--- config.mk ---
export PLATFORM = sky130hd
export DESIGN_NAME = ppu_unlock_det
export DESIGN_NICKNAME = d
export VERILOG_FILES = /design/src/rtl/ppu_unlock_pkg.sv /design/src/rtl/ppu_ctrl_change.sv /design/src/rtl/ppu_pre_cmp.sv /design/src/rtl/ppu_cmd_decode.sv /design/src/rtl/ppu_unlock_det.sv
export SDC_FILE = /design/constraint.sdc
export NUM_CORES = 1
export LEC_CHECK = 0
export ABC_AREA = 1
export BUFFER_PORTS_ARGS = -buffer_cell sky130_fd_sc_hd__buf_2
export CORE_ASPECT_RATIO = 1.4
export CORE_MARGIN = 2
export CORE_UTILIZATION = 51
export CTS_CLUSTER_SIZE = 12
export DETAILED_ROUTE_END_ITERATION = 10
export PLACE_DENSITY = 0.75
export SKIP_CTS_REPAIR_TIMING = 1
export SYNTH_ARGS = -nofsm -noshare
export SYNTH_HDL_FRONTEND = slang
export SYNTH_SLANG_ARGS = --single-unit
export TNS_END_PERCENT = 20
--- constraint.sdc ---
create_clock -name clk -period 1.9 [get_ports clk]
set_input_delay 0.095 -clock clk [delete_from_list [all_inputs] [get_ports clk]]
set_output_delay 0.095 -clock clk [all_outputs]
set_load 0.01 [all_outputs]
--- src/rtl/ppu_unlock_pkg.sv ---
package ppu_unlock_pkg;

    localparam int PRE_LEN = 7;

    typedef enum logic [1:0] {
        PH_HUNT  = 2'd0,
        PH_CMD_LO = 2'd1,
        PH_CMD_HI = 2'd2,
        PH_FINAL = 2'd3
    } phase_t;

    // Preamble byte expected at a given matched count.
    function automatic logic [7:0] pre_byte(input int idx);
        case (idx)
            0: pre_byte = 8'hFE;
            1: pre_byte = 8'hAA;
            2: pre_byte = 8'h55;
            3: pre_byte = 8'h00;
            4: pre_byte = 8'hFF;
            5: pre_byte = 8'h87;
            6: pre_byte = 8'h78;
            default: pre_byte = 8'h00;
        endcase
    endfunction

endpackage

--- src/rtl/ppu_ctrl_change.sv ---
module ppu_ctrl_change #(
    parameter int CTRL_W = 4
) (
    input  logic              clk,
    input  logic              rst_n,
    input  logic [CTRL_W-1:0] level,
    output logic              chg,
    output logic [CTRL_W-1:0] prev
);
    logic [CTRL_W-1:0] prev_q;

    always_ff @(posedge clk or negedge rst_n) begin
        if (!rst_n) prev_q <= '0;
        else        prev_q <= level;
    end

    assign prev = prev_q;
    assign chg  = (level != prev_q);
endmodule

--- src/rtl/ppu_pre_cmp.sv ---
module ppu_pre_cmp
    import ppu_unlock_pkg::*;
#(
    parameter int DATA_W = 8,
    parameter int CNT_W  = 3
) (
    input  logic [CNT_W-1:0]  idx,
    input  logic [DATA_W-1:0] byte_in,
    output logic              hit,
    output logic              is_head
);
    logic [DATA_W-1:0] want;
    logic [DATA_W-1:0] head;

    always_comb begin
        want    = DATA_W'(pre_byte(int'(idx)));
        head    = DATA_W'(pre_byte(0));
        hit     = (byte_in == want) && (int'(idx) < PRE_LEN);
        is_head = (byte_in == head);
    end
endmodule

--- src/rtl/ppu_cmd_decode.sv ---
module ppu_cmd_decode #(
    parameter int          DATA_W   = 8,
    parameter logic [7:0]  CODE_CON = 8'h20,
    parameter logic [7:0]  CODE_DIS = 8'h30,
    parameter logic [7:0]  CODE_IDL = 8'h00
) (
    input  logic [DATA_W-1:0] cmd,
    input  logic              fire,
    output logic              do_con,
    output logic              do_dis,
    output logic              do_idl
);
    always_comb begin
        do_con = fire && (cmd == DATA_W'(CODE_CON));
        do_dis = fire && (cmd == DATA_W'(CODE_DIS));
        do_idl = fire && (cmd == DATA_W'(CODE_IDL));
    end
endmodule

--- src/rtl/ppu_unlock_det.sv ---
module ppu_unlock_det
    import ppu_unlock_pkg::*;
#(
    parameter int         DATA_W   = 8,
    parameter int         CTRL_W   = 4,
    parameter int         STAT_W   = 4,
    parameter logic [7:0] CODE_CON = 8'h20,
    parameter logic [7:0] CODE_DIS = 8'h30,
    parameter logic [7:0] CODE_IDL = 8'h00,
    parameter int         CTRL_LO  = 4,
    parameter int         CTRL_HI  = 5
) (
    input  logic              clk,
    input  logic              rst_n,
    input  logic [DATA_W-1:0] host_byte,
    input  logic              host_byte_vld,
    input  logic [CTRL_W-1:0] host_ctrl,
    output logic              link_up,
    output logic              go_connect,
    output logic              go_disconnect,
    output logic              go_idle,
    output logic [STAT_W-1:0] id_nibble
);
    localparam int CNT_W = $clog2(PRE_LEN + 1);
    localparam logic [STAT_W-1:0] ID_A    = STAT_W'(4'hB);
    localparam logic [STAT_W-1:0] ID_B    = STAT_W'(4'h5);
    localparam logic [STAT_W-1:0] ID_C    = STAT_W'(4'hF);
    localparam logic [STAT_W-1:0] ID_NONE = STAT_W'(4'h0);
    localparam int ID_A_AT = 5;
    localparam int ID_B_AT = 6;
    localparam logic [DATA_W-1:0] CLOSE_BYTE = '1;

    typedef struct packed {
        phase_t              ph;
        logic [CNT_W-1:0]    cnt;
        logic [DATA_W-1:0]   cmd;
        logic                up;
        logic                s_con;
        logic                s_dis;
        logic                s_idl;
        logic [STAT_W-1:0]   stat;
    } st_t;

    st_t st_d, st_q;

    logic              ctrl_chg;
    logic [CTRL_W-1:0] ctrl_prev;
    logic              pre_hit, pre_head;
    logic              fire;
    logic              do_con, do_dis, do_idl;

    ppu_ctrl_change #(.CTRL_W(CTRL_W)) u_chg (
        .clk   (clk),
        .rst_n (rst_n),
        .level (host_ctrl),
        .chg   (ctrl_chg),
        .prev  (ctrl_prev)
    );

    ppu_pre_cmp #(.DATA_W(DATA_W), .CNT_W(CNT_W)) u_cmp (
        .idx     (st_q.cnt),
        .byte_in (host_byte),
        .hit     (pre_hit),
        .is_head (pre_head)
    );

    ppu_cmd_decode #(
        .DATA_W   (DATA_W),
        .CODE_CON (CODE_CON),
        .CODE_DIS (CODE_DIS),
        .CODE_IDL (CODE_IDL)
    ) u_dec (
        .cmd    (st_q.cmd),
        .fire   (fire),
        .do_con (do_con),
        .do_dis (do_dis),
        .do_idl (do_idl)
    );

    always_comb begin
        fire = host_byte_vld && (st_q.ph == PH_FINAL) && (host_byte == CLOSE_BYTE);
    end

    always_comb begin
        st_d       = st_q;
        st_d.s_con = 1'b0;
        st_d.s_dis = 1'b0;
        st_d.s_idl = 1'b0;

        if (host_byte_vld) begin
            if (st_q.ph == PH_HUNT && int'(st_q.cnt) == PRE_LEN) begin
                st_d.cmd = host_byte;
                st_d.ph  = PH_CMD_LO;
                st_d.cnt = '0;
            end else if (st_q.ph == PH_HUNT && pre_hit) begin
                st_d.cnt = st_q.cnt + 1'b1;
            end else if (fire) begin
                st_d.ph  = PH_HUNT;
                st_d.cnt = '0;
            end else begin
                // out-of-order byte: restart, leading byte counts as step one
                st_d.ph  = PH_HUNT;
                st_d.cnt = pre_head ? CNT_W'(1) : '0;
            end
        end else if (ctrl_chg) begin
            case (st_q.ph)
                PH_CMD_LO: begin
                    if (host_ctrl == CTRL_W'(CTRL_HI) && ctrl_prev == CTRL_W'(CTRL_LO)) begin
                        st_d.ph = PH_CMD_HI;
                    end else if (host_ctrl != CTRL_W'(CTRL_LO)) begin
                        st_d.ph  = PH_HUNT;
                        st_d.cnt = '0;
                    end
                end
                PH_CMD_HI: begin
                    if (host_ctrl == CTRL_W'(CTRL_LO)) begin
                        st_d.ph = PH_FINAL;
                    end else begin
                        st_d.ph  = PH_HUNT;
                        st_d.cnt = '0;
                    end
                end
                PH_FINAL: begin
                    st_d.ph  = PH_HUNT;
                    st_d.cnt = '0;
                end
                default: ;
            endcase
        end

        if (do_con) begin
            st_d.s_con = 1'b1;
            st_d.up    = 1'b1;
        end
        if (do_dis) begin
            st_d.s_dis = 1'b1;
            st_d.up    = 1'b0;
        end
        if (do_idl) begin
            st_d.s_idl = 1'b1;
        end

        case (st_d.ph)
            PH_HUNT: begin
                if (int'(st_d.cnt) == ID_A_AT)      st_d.stat = ID_A;
                else if (int'(st_d.cnt) >= ID_B_AT) st_d.stat = ID_B;
                else                                st_d.stat = ID_NONE;
            end
            PH_CMD_LO: st_d.stat = ID_B;
            default:   st_d.stat = (st_d.cmd == DATA_W'(CODE_CON)) ? ID_C : ID_B;
        endcase
    end

    always_ff @(posedge clk or negedge rst_n) begin
        if (!rst_n) begin
            st_q <= '{ph: PH_HUNT, cnt: '0, cmd: '0, up: 1'b0,
                      s_con: 1'b0, s_dis: 1'b0, s_idl: 1'b0, stat: '0};
        end else begin
            st_q <= st_d;
        end
    end

    assign link_up       = st_q.up;
    assign go_connect    = st_q.s_con;
    assign go_disconnect = st_q.s_dis;
    assign go_idle       = st_q.s_idl;
    assign id_nibble     = st_q.stat;
endmodule

# After elaboration in Yosys (flattened, before gate mapping)
# Cells that the tools add are included.
[word_totals]
regBits = 25
latchBits = 0
ramBits = 0
romBits = 0
in_bits = 15
out_inout_bits = 8
wordCells = 72
memories = 0
[classes]
addsub = 1
multipliers = 0
n_div = 0
order_cmp = 2
n_eq_ne = 22
shift = 0
n_mux = 24
n_bitwise = 0
n_reduce_logical = 14
[ops]
columns = ["cell", "n"]
rows = [
  ["$pmux W8 S6", 1],
  ["$eq A8 B6 Y1 const B", 3],
  ["$mux W5", 4],
  ["$eq A8 B8 Y1 const B", 2],
  ["$mux W8", 2],
  ["$pmux W5 S3", 1],
  ["$eq A3 B3 Y1 const B", 4],
  ["$eq A4 B3 Y1 const B", 3],
  ["$mux W3", 4],
  ["$logic_and A1 B1 Y1", 9],
  ["$eq A8 B8 Y1", 1],
  ["$logic_not A8 Y1", 1],
  ["$mux W2", 4],
  ["$mux W4", 2],
  ["$pmux W4 S2", 1],
  ["$eq A3 B1 Y1 const B", 2],
  ["$mux W1", 5],
  ["$eq A2 B1 Y1 const B", 2],
  ["$eq A2 B2 Y1 const B", 2],
  ["$logic_not A2 Y1", 2],
  ["$ne A4 B3 Y1 const B", 1],
  ["$ne A4 B4 Y1", 1],
  ["$add A3 B1 Y3 const B", 1],
  ["$eq A3 B2 Y1 const B", 1],
  ["4 further kinds", 4],
]

# Longest topological paths before layout
[depth]
ltp_word = 12
ltp_mapped = 17
ltp_nobuf = 17

# Cells and area by module
# Synthesis repeated with hierarchy kept, for this count alone.
[unflattened]
cells_unflattened = 224
area_unflattened_um2 = 1517.7
[by_module_without_submodules]
columns = ["module", "instances", "cells_each", "area_each_um2"]
rows = [
  ["ppu_unlock_det", 1, 139, 1077.3],
  ["ppu_ctrl_change", 1, 27, 186.4],
  ["ppu_pre_cmp", 1, 42, 183.9],
  ["ppu_cmd_decode", 1, 16, 70.1],
]

# Worst setup path before layout
# OpenSTA, ideal clock, no wires.
[synth_timing]
path_type = "register -> register"
startpoint = "reg st_q[16] (netlist bit)"
endpoint = "reg st_q (netlist bit id_nibble[1])"
setup_ns = 0.066
arrival_ns = 1.740
required_time_ns = 1.834
slack_ns = 0.094
path_stages_with_launch = 11
synth_period_minus_slack_ns = 1.806
path_cell_list = "dfrtp_1 ha_1 ha_1 nor3b_4 nand2_2 buf_6 nand2_1 o21ai_1 nor4_1 nand3_1 nand2_1"
[synth_rtl]
columns = ["item", "line_no", "rtl"]
rows = [
  ["from (decl)", "ppu_unlock_det.sv:44", "st_t st_d, st_q;"],
  ["from (signal assigned)", "ppu_unlock_det.sv:156", "st_q <= '{ph: PH_HUNT, cnt: '0, cmd: '0, up: 1'b0,"],
  ["from (signal assigned)", "ppu_unlock_det.sv:159", "st_q <= st_d;"],
]

==> results.toml <==
[synthesis]
synth_adder_area_share = 0.04839
synthesis.instances = 218
syn_std_cell_area_um2 = 1551
synth.lib_cells_used.distinct = 24
dominant_combinational_cell_family_by_area_after_synthesis = "simple AND/OR/NAND/NOR gates"
synth-seq-area-share = 0.3871
synthMuxAreaShare = 0
syn_nets = 239
synthesis.yosys.warnings = 0
post_synthesis_share_of_cell_area_spent_on_xor_and_xnor_gates = 0.01129
syn_area_per_cell_um2 = 7.117
synth_compound_gate_area_share = 0.05484
post_synth_and_or_nand_nor_area_fraction = 0.4113
yosys_register_bits = 24

[outcome]
failing_checks = "setup timing"
run_status = "finished with violations"

[placement]
gp_routability_congestion = 0.8308
port_buffers = 22
placement.cell_area_um2 = 1719
post-dp-hpwl_mm = 2.763

[critical_path]
regToRegEndpoint = "id_nibble[0]$_DFF_PN0_"
cp.arrival_ps = 2110
r2r_cells = 13
worst-endpoint-required_ps = 2050
critPathMaxFanout = 3
end_kind = "register"
timing.reg2reg.setup_slack_ps = -60
cp-start-kind = "register"
r2r_start = "st_q[17]$_DFF_PN0_"
worst-setup-path-type = "register to register"

[route]
routed_wl_mm = 3.522
detail_route.first_pass.iterations = 4
routed_via_count_divided_by_cell_count = 5.174
vias = 1516
drc_violation_count_after_routing = 0
detail_routed_net_length_per_standard_cell_um = 12.02
ant_nets = 0
detailedRoute.firstIterationViolations = 33

[cells_and_area]
layout_common_cells = "64 x sky130_fd_sc_hd__nand2_1, 24 x sky130_fd_sc_hd__nand3_1, 22 x sky130_fd_sc_hd__inv_1, 22 x sky130_fd_sc_hd__dfrtp_1, 22 x sky130_fd_sc_hd__buf_2"
n_antenna_cell = 0
finish.utilization = 0.6774
commonest_non_fill_non_tap_cell_in_the_layout = "sky130_fd_sc_hd__nand2_1"
final_area_um2 = 1949
areaGrowthSynthToFinish_pct = 25.65
design.final.nets = 278
drive_gt1_frac = 0.2461

[clocking]
clock_latency_ps = 270
cts_max_level = 1
cts.reportedPaths.clkPinSlew_ps = 90
clk_path_buf_depth = 2
tritoncts = "yes"
clock_sink_count = 24
root_buffer = "sky130_fd_sc_hd__clkbuf_8"
cts-buffers-inserted = 3

[floorplan]
start_util = 0.5391
die_wd_um = 50.62
io_pins = 23
core_area_um2 = 2878
floorplan.rows = 23
fp.dieArea_um2 = 3506
die-height_um = 69.26

[sta]
worst_clock_skew_ps = 4.555
grt_setup_unrepaired = "true"
hold_viol_final = 0
post-route-min-period_ps = 1964
tns_ps = -209.6
report.final.setup_viol = 4
timing_worst_slew_pin_value_ps = 531.2
final.setup.worst_slack_ps = -64.11
clock.fmax_ghz = 0.5091
pins_over_slew_limit = 0
timing.final.crit_share = 1.034
relSlewSlack = 0.6458

[global_routing]
grt_max_degree = 25
gr-total-overflow = 0
first_global_vias = 1385
grt_util_all_layers = 0.2148
number_of_antenna_violations_at_the_first_check_in_global_routing = 0
grt_pass1_wl_mm = 5.878

[pwr]
p_leak_nw = 1.065
power-per-cell-area_nw_per_um2 = 558.6
ir_drop_uv = 421.5

[hold_path]
end_point_of_the_most_critical_hold_path = "st_q[13]$_DFF_PN0_"
hold_path.class = "input port to register"
timing.hold.worst_path_depth = 3
hp-start = "host_byte[5]"

[job]
cap_viol_max_count = 0
[stage by stage]
stage               worst slack [ps]  hold slack [ps]  cells  power [W]
global placement              -28.92            98.93    279  0.0006380
CTS                           -73.68           -192.1    283   0.001082
finish                        -64.11            127.4    293   0.001089
global route                  -213.4            139.9    293   0.001129
detailed placement            -43.08            103.6    279  0.0006393
floorplan                      93.89           -200.6    218  0.0005904
[area by class of cell]
| cell class | count | area [µm²] |
|---|---|---|
| fillers | 263 | 928.4 |
| multi-input cells | 164 | 878.3 |
| flip-flops and latches | 24 | 603.1 |
| repair buffers | 39 | 254.0 |
| inverters | 25 | 96.34 |
| well taps | 37 | 46.29 |
| clock buffers | 3 | 41.29 |
| clock inverters | 1 | 30.03 |
[critical path: stages, from the launching register on]
cell and delay, ps:
sky130_fd_sc_hd__dfrtp_1 440, sky130_fd_sc_hd__buf_6 140, sky130_fd_sc_hd__ha_1 190, sky130_fd_sc_hd__nand3b_1 300, sky130_fd_sc_hd__nand3_1 180, sky130_fd_sc_hd__nand2_2 80
sky130_fd_sc_hd__nor2_4 110, sky130_fd_sc_hd__nand2_1 60, sky130_fd_sc_hd__nand2_1 50, sky130_fd_sc_hd__nand2_1 50, sky130_fd_sc_hd__nand2_1 60, sky130_fd_sc_hd__nand2_2 70
sky130_fd_sc_hd__nand2_1 60, sky130_fd_sc_hd__nand3_1 70
[sequential cells by signal, summed over array words and instances, names as in the netlist]
register,cells
link_up,1
go_disconnect,1
id_nibble,3
go_idle,1
st_q,13
u_chg.prev,4
go_connect,1
[layer usage]
layer / global-route usage / share of wire
met5: 0 / 0
met4: 0.1051 / 0.033
met3: 0.01509 / 0.031
met2: 0.3509 / 0.49
met1: 0.2825 / 0.45
[synth_stat cells]
library cell	instances	area share
sky130_fd_sc_hd__nand2_4	1	0.0073
sky130_fd_sc_hd__buf_4	4	0.019
sky130_fd_sc_hd__nor3_1	7	0.023
sky130_fd_sc_hd__or2_2	1	0.0040
sky130_fd_sc_hd__nor2_2	2	0.0081
sky130_fd_sc_hd__o21ai_0	8	0.026
sky130_fd_sc_hd__ha_1	6	0.048
sky130_fd_sc_hd__nor3b_4	1	0.012
sky130_fd_sc_hd__buf_6	1	0.0073
sky130_fd_sc_hd__nand3_1	24	0.077
sky130_fd_sc_hd__nand2_2	6	0.024
sky130_fd_sc_hd__a21oi_1	3	0.0097
sky130_fd_sc_hd__nand2_1	69	0.17
sky130_fd_sc_hd__nor4_1	4	0.016
sky130_fd_sc_hd__nor2_1	19	0.046
sky130_fd_sc_hd__inv_2	1	0.0024
sky130_fd_sc_hd__xor2_1	2	0.011
sky130_fd_sc_hd__nand4_1	3	0.012
sky130_fd_sc_hd__o21ai_1	3	0.0097
sky130_fd_sc_hd__o211ai_1	1	0.0048
sky130_fd_sc_hd__nand3b_1	3	0.015
sky130_fd_sc_hd__inv_1	24	0.058
sky130_fd_sc_hd__a21boi_0	1	0.0048
sky130_fd_sc_hd__dfrtp_1	24	0.39
[worst max-delay path by stage]
stage / endpoint / slack (ps) / from / cells past startpoint
6_report: id_nibble[0]$_DFF_PN0_ / -60 / st_q[17]$_DFF_PN0_ / 13
5_1_grt: id_nibble[0]$_DFF_PN0_ / -210 / st_q[17]$_DFF_PN0_ / 13
4_1_cts: id_nibble[0]$_DFF_PN0_ / -70 / st_q[16]$_DFF_PN0_ / 14
3_5_place_dp: id_nibble[0]$_DFF_PN0_ / -40 / st_q[16]$_DFF_PN0_ / 15
3_3_place_gp: id_nibble[1]$_DFF_PN0_ / -30 / st_q[16]$_DFF_PN0_ / 9
2_1_floorplan: id_nibble[1]$_DFF_PN0_ / 90 / st_q[16]$_DFF_PN0_ / 10
[where the power goes]
part / switching, W / internal, W / total (W)
clock: 0.000165 / 0.000282 / 0.000447
combinational: 0.0000725 / 0.0000452 / 0.000118
sequential: 0.00000635 / 0.000518 / 0.000524
[cell families (layout without fill, tap and decap cells)]
logic type,after synthesis,in the layout
AO/OA/AOI/OAI,16,16
XOR/XNOR,2,2
buffers and inverters,30,68
adder cells (fa/ha/maj),6,6
flip-flops,24,24
AND/OR/NAND/NOR,140,140
Note: power is estimated with default switching activity, not from simulation.
